--- src/rtl/cse_pkg.sv ---
package cse_pkg;

  typedef enum logic [1:0] {
    OP_MOVE_MEM = 2'd0,
    OP_MOVE_INL = 2'd1,
    OP_CMP_TBL  = 2'd2,
    OP_CMP_RAW  = 2'd3
  } cse_op_e;

  typedef enum logic [3:0] {
    S_IDLE, S_DRD, S_DCAP, S_CHK, S_RSRC, S_RDST,
    S_CAPD, S_WR, S_TA, S_TB, S_TC, S_ADV
  } cse_state_e;

  // descriptor field low bits
  localparam int F_K1_LO = 30;
  localparam int F_K2_LO = 0;
  localparam int F_C1_LO = 22;
  localparam int F_C2_LO = 18;
  localparam int F_LN_LO = 26;
  localparam int F_LH_LO = 48;

endpackage

--- src/rtl/cse_char_pick.sv ---
module cse_char_pick #(
  parameter int CW  = 6,
  parameter int CPW = 10,
  localparam int WW = CW * CPW,
  localparam int PW = $clog2(CPW)
) (
  input  logic [WW-1:0] word,
  input  logic [PW-1:0] pos,
  output logic [CW-1:0] ch
);
  logic [CW-1:0] lanes [CPW];

  for (genvar g = 0; g < CPW; g++) begin : g_lane
    assign lanes[g] = word[(CPW-1-g)*CW +: CW];
  end

  always_comb begin
    ch = '0;
    for (int i = 0; i < CPW; i++) begin
      if (pos == PW'(i)) ch = lanes[i];
    end
  end
endmodule

--- src/rtl/cse_char_merge.sv ---
module cse_char_merge #(
  parameter int CW  = 6,
  parameter int CPW = 10,
  localparam int WW = CW * CPW,
  localparam int PW = $clog2(CPW)
) (
  input  logic [WW-1:0] word_in,
  input  logic [PW-1:0] pos,
  input  logic [CW-1:0] ch,
  output logic [WW-1:0] word_out
);
  for (genvar g = 0; g < CPW; g++) begin : g_lane
    assign word_out[(CPW-1-g)*CW +: CW] =
      (pos == PW'(g)) ? ch : word_in[(CPW-1-g)*CW +: CW];
  end
endmodule

--- src/rtl/cse_pos_ctr.sv ---
module cse_pos_ctr #(
  parameter int AW  = 18,
  parameter int CPW = 10,
  localparam int PW = $clog2(CPW)
) (
  input  logic          clk,
  input  logic          rst,
  input  logic          load,
  input  logic          step,
  input  logic [AW-1:0] ld_addr,
  input  logic [PW-1:0] ld_pos,
  output logic [AW-1:0] addr,
  output logic [PW-1:0] pos
);
  always_ff @(posedge clk) begin
    if (rst) begin
      addr <= '0;
      pos  <= '0;
    end else if (load) begin
      addr <= ld_addr;
      pos  <= ld_pos;
    end else if (step) begin
      if (pos >= PW'(CPW-1)) begin
        pos  <= '0;
        addr <= addr + AW'(1);
      end else begin
        pos <= pos + PW'(1);
      end
    end
  end
endmodule

--- src/rtl/char_string_engine.sv ---
module char_string_engine
  import cse_pkg::*;
#(
  parameter int AW           = 18,
  parameter int CW           = 6,
  parameter int CPW          = 10,
  parameter int LEN_LO_W     = 4,
  parameter int LEN_HI_INL_W = 3,
  parameter int LEN_HI_MEM_W = 9,
  localparam int WW = CW * CPW,
  localparam int PW = $clog2(CPW),
  localparam int LW = LEN_LO_W + LEN_HI_MEM_W
) (
  input  logic          clk,
  input  logic          rst,
  input  logic          start,
  input  logic [1:0]    op_sel,
  input  logic [WW-1:0] desc_word,
  input  logic [AW-1:0] coll_base,
  input  logic [AW-1:0] reloc_base,
  input  logic [AW-1:0] field_len,
  output logic          mem_rd,
  output logic          mem_wr,
  output logic [AW-1:0] mem_addr,
  output logic [WW-1:0] mem_wdata,
  input  logic [WW-1:0] mem_rdata,
  output logic [WW-1:0] result,
  output logic          done,
  output logic          addr_err
);
  localparam int TIW = CW / 2;

  cse_state_e    st;
  cse_op_e       op_q;
  logic [AW-1:0] reloc_q, fl_q, coll_q, ptr_q;
  logic [LW-1:0] rem;
  logic [CW-1:0] ch1, ch2, ch1t;
  logic [WW-1:0] wbuf;

  logic [WW-1:0] fw;
  logic [LW-1:0] len_inl, len_mem;
  logic          ld_ctr, step_ctr;
  logic [AW-1:0] src_addr, dst_addr;
  logic [PW-1:0] src_pos, dst_pos;
  logic [AW-1:0] req_rel;
  logic          acc_rd, req_ok, is_move, c_bad;
  logic [PW-1:0] pk_pos;
  logic [CW-1:0] pk_ch;
  logic [WW-1:0] merged;
  logic [WW-1:0] rem_w;

  // field source: request word when idle, fetched descriptor otherwise
  assign fw      = (st == S_DCAP) ? mem_rdata : desc_word;
  assign len_inl = LW'({fw[F_LH_LO +: LEN_HI_INL_W], fw[F_LN_LO +: LEN_LO_W]});
  assign len_mem = LW'({fw[F_LH_LO +: LEN_HI_MEM_W], fw[F_LN_LO +: LEN_LO_W]});
  assign ld_ctr  = (st == S_DCAP) ||
                   (st == S_IDLE && start && op_sel != OP_MOVE_MEM);
  assign step_ctr = (st == S_ADV);
  assign is_move  = (op_q == OP_MOVE_MEM) || (op_q == OP_MOVE_INL);
  assign c_bad    = (src_pos > PW'(CPW-1)) || (dst_pos > PW'(CPW-1));
  assign rem_w    = {{(WW-LW){1'b0}}, rem};

  cse_pos_ctr #(.AW(AW), .CPW(CPW)) u_src (
    .clk(clk), .rst(rst), .load(ld_ctr), .step(step_ctr),
    .ld_addr(fw[F_K1_LO +: AW]), .ld_pos(fw[F_C1_LO +: PW]),
    .addr(src_addr), .pos(src_pos)
  );

  cse_pos_ctr #(.AW(AW), .CPW(CPW)) u_dst (
    .clk(clk), .rst(rst), .load(ld_ctr), .step(step_ctr),
    .ld_addr(fw[F_K2_LO +: AW]), .ld_pos(fw[F_C2_LO +: PW]),
    .addr(dst_addr), .pos(dst_pos)
  );

  // relative address of the access requested in this state
  always_comb begin
    acc_rd  = 1'b0;
    req_rel = '0;
    unique case (st)
      S_DRD:  begin acc_rd = 1'b1; req_rel = ptr_q; end
      S_RSRC: begin acc_rd = 1'b1; req_rel = src_addr; end
      S_RDST: begin acc_rd = 1'b1; req_rel = dst_addr; end
      S_WR:   req_rel = dst_addr;
      S_TA:   begin acc_rd = 1'b1; req_rel = coll_q + AW'(ch1[CW-1 -: TIW]); end
      S_TB:   begin acc_rd = 1'b1; req_rel = coll_q + AW'(ch2[CW-1 -: TIW]); end
      default: ;
    endcase
  end

  assign req_ok    = req_rel < fl_q;
  assign mem_rd    = acc_rd && req_ok;
  assign mem_wr    = (st == S_WR) && req_ok;
  assign mem_addr  = reloc_q + req_rel;
  assign mem_wdata = merged;

  // character select for whichever word is arriving this cycle
  always_comb begin
    unique case (st)
      S_CAPD:  pk_pos = dst_pos;
      S_TB:    pk_pos = PW'(ch1[TIW-1:0]);
      S_TC:    pk_pos = PW'(ch2[TIW-1:0]);
      default: pk_pos = src_pos;
    endcase
  end

  cse_char_pick #(.CW(CW), .CPW(CPW)) u_pick (
    .word(mem_rdata), .pos(pk_pos), .ch(pk_ch)
  );

  cse_char_merge #(.CW(CW), .CPW(CPW)) u_merge (
    .word_in(wbuf), .pos(dst_pos), .ch(ch1), .word_out(merged)
  );

  always_ff @(posedge clk) begin
    if (rst) begin
      st       <= S_IDLE;
      op_q     <= OP_MOVE_MEM;
      reloc_q  <= '0;
      fl_q     <= '0;
      coll_q   <= '0;
      ptr_q    <= '0;
      rem      <= '0;
      ch1      <= '0;
      ch2      <= '0;
      ch1t     <= '0;
      wbuf     <= '0;
      result   <= '0;
      done     <= 1'b0;
      addr_err <= 1'b0;
    end else begin
      done <= 1'b0;
      unique case (st)
        S_IDLE: if (start) begin
          op_q    <= cse_op_e'(op_sel);
          reloc_q <= reloc_base;
          fl_q    <= field_len;
          coll_q  <= coll_base;
          ptr_q   <= desc_word[F_K1_LO +: AW];
          rem     <= len_inl;
          st      <= (op_sel == OP_MOVE_MEM) ? S_DRD : S_CHK;
        end
        S_DRD:
          if (!req_ok) begin
            done <= 1'b1; addr_err <= 1'b1; result <= '0; st <= S_IDLE;
          end else st <= S_DCAP;
        S_DCAP: begin
          rem <= len_mem;
          st  <= S_CHK;
        end
        S_CHK:
          if (c_bad) begin
            done <= 1'b1; addr_err <= 1'b1; result <= '0; st <= S_IDLE;
          end else if (rem == '0) begin
            done <= 1'b1; addr_err <= 1'b0; result <= '0; st <= S_IDLE;
          end else st <= S_RSRC;
        S_RSRC:
          if (!req_ok) begin
            done <= 1'b1; addr_err <= 1'b1; result <= '0; st <= S_IDLE;
          end else st <= S_RDST;
        S_RDST: begin
          ch1 <= pk_ch;
          if (!req_ok) begin
            done <= 1'b1; addr_err <= 1'b1; result <= '0; st <= S_IDLE;
          end else st <= S_CAPD;
        end
        S_CAPD:
          if (is_move) begin
            wbuf <= mem_rdata;
            st   <= S_WR;
          end else begin
            ch2 <= pk_ch;
            if (pk_ch == ch1) st <= S_ADV;
            else if (op_q == OP_CMP_TBL) st <= S_TA;
            else begin
              done     <= 1'b1;
              addr_err <= 1'b0;
              result   <= (ch1 < pk_ch) ? ~rem_w : rem_w;
              st       <= S_IDLE;
            end
          end
        S_WR: st <= S_ADV;
        S_TA:
          if (!req_ok) begin
            done <= 1'b1; addr_err <= 1'b1; result <= '0; st <= S_IDLE;
          end else st <= S_TB;
        S_TB: begin
          ch1t <= pk_ch;
          if (!req_ok) begin
            done <= 1'b1; addr_err <= 1'b1; result <= '0; st <= S_IDLE;
          end else st <= S_TC;
        end
        S_TC:
          if (pk_ch == ch1t) st <= S_ADV;
          else begin
            done     <= 1'b1;
            addr_err <= 1'b0;
            result   <= (ch1t < pk_ch) ? ~rem_w : rem_w;
            st       <= S_IDLE;
          end
        S_ADV: begin
          rem <= rem - LW'(1);
          if (rem == LW'(1)) begin
            done <= 1'b1; addr_err <= 1'b0; result <= '0; st <= S_IDLE;
          end else st <= S_RSRC;
        end
        default: st <= S_IDLE;
      endcase
    end
  end
endmodule

--- config.mk ---
export PLATFORM = sky130hd
export DESIGN_NAME = char_string_engine
export DESIGN_NICKNAME = d
export VERILOG_FILES = /design/src/rtl/cse_pkg.sv /design/src/rtl/cse_char_pick.sv /design/src/rtl/cse_char_merge.sv /design/src/rtl/cse_pos_ctr.sv /design/src/rtl/char_string_engine.sv
export SDC_FILE = /design/constraint.sdc
export NUM_CORES = 1
export LEC_CHECK = 0
export BUFFER_PORTS_ARGS = -buffer_cell sky130_fd_sc_hd__buf_2
export CORE_MARGIN = 2
export CORE_UTILIZATION = 55
export CTS_BUF_LIST = sky130_fd_sc_hd__clkbuf_8 sky130_fd_sc_hd__clkbuf_16
export DETAILED_ROUTE_END_ITERATION = 10
export MAX_ROUTING_LAYER = met4
export PLACE_DENSITY = 0.83
export SLEW_MARGIN = 20
export SYNTH_ARGS = -nofsm -noshare
export SYNTH_HDL_FRONTEND = slang
export SYNTH_SLANG_ARGS = --single-unit
--- constraint.sdc ---
create_clock -name clk -period 6.3 [get_ports clk]
set_input_delay 0.315 -clock clk [delete_from_list [all_inputs] [get_ports clk]]
set_output_delay 0.315 -clock clk [all_outputs]
set_load 0.01 [all_outputs]
Yosys cells after proc, flatten, opt, wreduce, memory -nomap -nowiden:

Cells that the tools add are included.

* add/subtract/negate cells: 8
* magnitude comparators: 7
* eq/ne operators: 42
* multiplexer cells: 82
* bitwise gates (word level): 2
* reduce and logical (&&, ||, !) cells: 28

Operators with widths (number)
* $mux W60: 10
* $pmux W60 S5: 1
* $mux W6: 20
* $mux W18: 6
* $pmux W18 S5: 1
* $not A13 Y60: 1
* $mux W57: 1
* $mux W4: 13
* $eq A4 B3 Y1 const B: 12
* $pmux W4 S12: 1
* $pmux W13 S3: 1
* $add A18 B1 Y18 const B: 2
* $add A18 B3 Y18: 2
* $eq A4 B4 Y1 const B: 8
* $eq A4 B2 Y1 const B: 6
* $add A18 B18 Y18: 1
* $lt A18 B18 Y1: 1
* $mux W1: 17
* $mux W3: 5
* $eq A13 B1 Y1 const B: 1
* $logic_not A13 Y1: 1
* $mux W13: 1
* $sub A13 B1 Y13 const B: 1
* $eq A4 B1 Y1 const B: 3
* 25 further kinds: 53

* bits in registers: 275
* input bits: 179
* output and inout port bits: 142
* word-level logic and storage cells: 187

Longest topological paths before layout:

* depth in word-level cells: 19
* mapped depth: 23
* depth with buffers taken out: 20

Cells and area by module:

A second synthesis with hierarchy kept.

* cell total of the unflattened synthesis: 1914
* area total of the unflattened synthesis: 14669.1 um^2

By module, submodules not included
* char_string_engine: times used 1, cells each 1464, area an instance 10635.2 um^2, sequential area each 3703.6 um^2
* cse_pos_ctr: times used 2, cells each 159, area an instance 1288.7 um^2, sequential area each 440.4 um^2
* cse_char_merge: times used 1, cells each 78, area an instance 904.6 um^2, sequential area each 0.0 um^2
* cse_char_pick: times used 1, cells each 54, area an instance 551.8 um^2, sequential area each 0.0 um^2

Least setup slack after synthesis:

OpenSTA, ideal clock, no wires.

* path type: flip-flop to flip-flop
* start: reg st[1]
* end: reg result[10]
* library setup time: 0.139 ns
* arrival time: 4.243 ns
* data required time: 6.161 ns
* setup slack: 1.918 ns
* stages on the path, launching flop included: 21
* buffers on the path: 5
* period minus slack after synthesis: 4.382 ns
* path through: dfxtp_1 buf_6 and4bb_1 buf_6 a21oi_4 a221oi_4 buf_6 mux2i_1 mux2i_1 mux2_2 a21oi_1 ha_1 and4_1 a31oi_1 o21ai_0 a21o_1 a2111oi_2 o31a_1 buf_2 buf_6 a211oi_2

* word-level cells in the longest chain between the ends: 19
* elaborated cells between the ends (all ways): 55
* those cells by class: order compare: 3; eq/ne: 28; mux: 19; reduce/logical: 5

Ends and longest elaborated chain
* from (decl): RTL line char_string_engine.sv:33 `cse_state_e st;`
* from (signal assigned): RTL line char_string_engine.sv:140 `st <= (op_sel == OP_MOVE_MEM) ? S_DRD : S_CHK;`
* $eq A4 B4 Y1, or another cell as far along: RTL line char_string_engine.sv:98, char_string_engine.sv:132
* $pmux W4 S3: RTL line char_string_engine.sv:98 `unique case (st)`
* $logic_not A4 Y1: RTL line cse_char_pick.sv:20 `if (pos == PW'(i)) ch = lanes[i];`
* $mux W6 (10 in series): RTL line cse_char_pick.sv:20
* $lt A6 B6 Y1: RTL line char_string_engine.sv:177 `result <= (ch1 < pk_ch) ? ~rem_w : rem_w;`
* $mux W60: RTL line char_string_engine.sv:177
* $mux W60: RTL line char_string_engine.sv:173 `else if (op_q == OP_CMP_TBL) st <= S_TA;`
* $mux W60: RTL line char_string_engine.sv:172 `if (pk_ch == ch1) st <= S_ADV;`
* $mux W60: RTL line char_string_engine.sv:167 `if (is_move) begin`
* $pmux W60 S5: RTL line char_string_engine.sv:132 `unique case (st)`
* to (signal assigned): RTL line char_string_engine.sv:177
* to (signal assigned): RTL line char_string_engine.sv:197 `result <= (ch1t < pk_ch) ? ~rem_w : rem_w;`
* to (decl): RTL line char_string_engine.sv:27 `output logic [WW-1:0] result,`

Several ways; a longest one is shown, not always the timed one. The select of a mux whose other input is x is not followed.
A chain may end at the register's enable or synchronous reset.

Final worst setup path:

* start: reg st[3]
* end: out mem_addr[17]

* word-level cells in the longest chain between the ends: 4
* elaborated cells between the ends (all ways): 9
* those cells by class: add/sub: 1; eq/ne: 6; mux: 1; reduce/logical: 1

Ends and longest elaborated chain
* $eq A4 B3 Y1: RTL line char_string_engine.sv:79 `unique case (st)`
* $reduce_or A2 Y1 (no source line)
* $pmux W18 S5 (*): RTL line char_string_engine.sv:79
* $add A18 B18 Y18 (*): RTL line char_string_engine.sv:93 `assign mem_addr = reloc_q + req_rel;`
* to (decl): RTL line char_string_engine.sv:24 `output logic [AW-1:0] mem_addr,`

Every way passes the cells marked *; elsewhere a longest branch is shown, timed or not.

==> impl_metrics.toml <==
[worst_setup_path]
cp.arrival_ns = 5.63
crit_fanout = 20
worstRegToRegCells = 18
critPathLaunchType = "flop"
max_stage_delay_ns = 0.58
worstSetupEndpointType = "output port"
crit_chain = "and4bb_1 -> mux2_2 -> ha_1 -> a21o_1 -> a21oi_1 -> nor2b_1 -> nand4_1 -> xor2_1 -> o21ai_0 -> ha_1 -> o21a_1 -> o21ai_0 -> o2bb2ai_1 -> a211oi_1 -> nor3_1 -> o31ai_1 -> a21oi_1 -> xnor2_1 -> buf_2"
crit_slowest_cell = "dfxtp_2"
cp_data_required_time_ns = 5.98
path_class = "reg -> out"

[global_route]
grt_pass1_wl_um = 70800
gr-total-overflow = 0
grt_antenna_before_repair = 3
grt_pass1_vias = 13400
track_usage_pct = 34.3
grt_start_max_net_pins = 91

[clock_network]
clock_latency_ns = 0.54
path_clk_slew_ns = 0.06
h-tree-depth = 1
clockBufferDepth = 3
cts_buffers = 26
clock-root-buffer = "clkbuf_16"
cts_tree = "yes"
clock-sinks = 229
cts_setup_buffers = 0

[sta]
period_minus_slack_ns = 5.94
slew_headroom_pct = 31.8
setup_violations = 0
slew_viol_final = 0
worstMarginPinSlew_ns = 1.02
rsz0062_at_grt = "no"
setup_ws_ns = 0.359
report.final.hold_viol_count = 0
period_share_pct = 94.3
fin_skew_ns = 0.00913
tns_ns = 0
max_freq_ghz = 0.168

[finish]
nFillCells = 2172
fin_area_um2 = 16300
drive_gt1_share_pct = 23.4
area_growth_pct = 15.5
fin_nets = 2266

[synth]
synth-edff-count = 0
yosys_warnings = 0
ys_ff_latch = 229
netlist.top_cell.by_area = "dfxtp_1"
synth_cells = 1831
synthMostInstantiatedCell = "nand2_1"
yosysSeqAreaShare_pct = 32.5
synth_top_area_share_pct = 32.5
synthTopCellsByArea = "dfxtp_1, nand2_1, a21oi_1"
synth.avg_cell_area_um2 = 7.70
synth_fp_nets = 2072
postSynth.asyncResetShare_pct = 0
synth_area_um2 = 14100
synth.distinct_cells = 79
synth_top_flop_cell = "dfxtp_1"
synthTopCellsByCount = "nand2_1, dfxtp_1, a21oi_1, nor2_1, clkbuf_1"

[floorplan]
rows = 58
initial_utilization_pct = 56.0
io_pins = 321
die_x_um = 164
dieArea_um2 = 26900
core_um2 = 25200
dieHeight_um = 164

[power_and_ir_drop]
p_per_area_nw_per_um2 = 278
p_leak_nw = 6.97
peakVddDrop_mv = 0.212
finalPower_w = 0.00453

[flow_run]
cap_violations = 0

[hold_path]
whs_path_depth = 3
min_path_type = "in -> reg"

[detailed_routing]
via_per_inst = 6.01
finalWirelength_um = 46400
via_count = 14300
drtIter0Drc = 1671
antenna_left = 0
routedWlPerCell_um = 19.5
first_pass_iters = 7
drc = 0

[placed_design]
place_ws_ns = 0.731
hpwl_um = 34200
dpl_cell_area_um2 = 15400
gp_congestion = 1.02
portBuffers = 311

[run_status]
status = "finished, final reports clean"
==> area by class of cell <==
| type | instances | area (um^2) | area share [%] |
|---|---|---|---|
| Tap cell | 330 | 413 | 2.53 |
| Antenna cell | 3 | 7.51 | 0.0461 |
| Clock inverter | 16 | 124 | 0.760 |
| Timing Repair Buffer | 339 | 1770 | 10.9 |
| Multi-Input combinational cell | 1387 | 8480 | 52.1 |
| Sequential cell | 229 | 4590 | 28.2 |
| Clock buffer | 32 | 744 | 4.57 |
| Inverter | 42 | 158 | 0.968 |
==> flip-flops by register name, summed over array words and instances (netlist names), 13 cells and up <==
register    flops
u_dst.addr     18
result         14
coll_q         18
reloc_q        18
rem            13
wbuf           60
ptr_q          18
u_src.addr     18
fl_q           18
==> metrics by stage <==
step	hold slack [ns]	utilization, %	instances
floorplan	0.433	-	1831
global placement	0.439	61.2	2327
detailed placement	0.445	61.2	2327
CTS	0.00732	64.6	2375
global route	0.0180	64.7	2378
finish	0.0112	64.7	2378
==> power by group <==
group / switching [W] / total [W] / internal (W)
Combinational: 0.000777 / 0.00126 / 0.000487
Clock: 0.000609 / 0.00152 / 0.000913
Sequential: 0.000158 / 0.00175 / 0.00159
Total: 0.00154 / 0.00453 / 0.00299
==> layout by cell type (no fill, tap or decap), types with 27 or more instances in the layout <==
| master | count |
|---|---|
| nand2_1 | 437 |
| buf_2 | 310 |
| dfxtp_1 | 227 |
| a21oi_1 | 191 |
| nor2_1 | 125 |
| mux2_2 | 62 |
| ha_1 | 60 |
| inv_1 | 50 |
| o21ai_0 | 50 |
| xnor2_1 | 40 |
| nor3_1 | 39 |
| a311oi_1 | 38 |
| xor2_1 | 33 |
| a211oi_1 | 33 |
| buf_4 | 28 |
| clkbuf_16 | 27 |
==> logic make-up after synthesis <==
group,after synthesis,synth area share [%]
simple gates,734,22.5
compound gates,437,21.0
flops,229,32.5
buf+inv,215,7.51
mux,81,6.30
xor+xnor,73,4.53
fa+ha+maj,62,5.61
==> worst max-delay path, delay by kind of cell, from the launching register on <==
family          cells  cell delay [ns]
flops               1             0.58
compound gates      9             1.92
mux                 1             0.42
simple gates        4             0.93
buf+inv             1             0.15
fa+ha+maj           2             0.74
xor+xnor            2             0.36
==> worst paths after layout <==
path / slack, ns / start / to
min: 0.01 / reloc_base[6] / reloc_q[6]$_SDFFE_PP0P_
max: 0.36 / st[3]$_SDFFE_PP0P_ / mem_addr[17]
max reg2reg: 0.66 / st[1]$_SDFFE_PP0P_ / result[0]$_SDFFE_PP0P_
min reg2reg: 0.45 / wbuf[29]$_SDFFE_PP0P_ / wbuf[29]$_SDFFE_PP0P_
==> layer usage <==
metal	share of wire [%]	GRT usage (%)
met1	39	41.4
met3	9.8	7.10
met5	0	-
met2	46	54.4
met4	5.1	16.8
==> what timing repair did <==
item,4_1_cts,5_1_grt
endpoints found under the setup margin,0,2
hold buffers,0,0
resized for setup,0,1
Note: power is estimated with default switching activity, not from simulation.
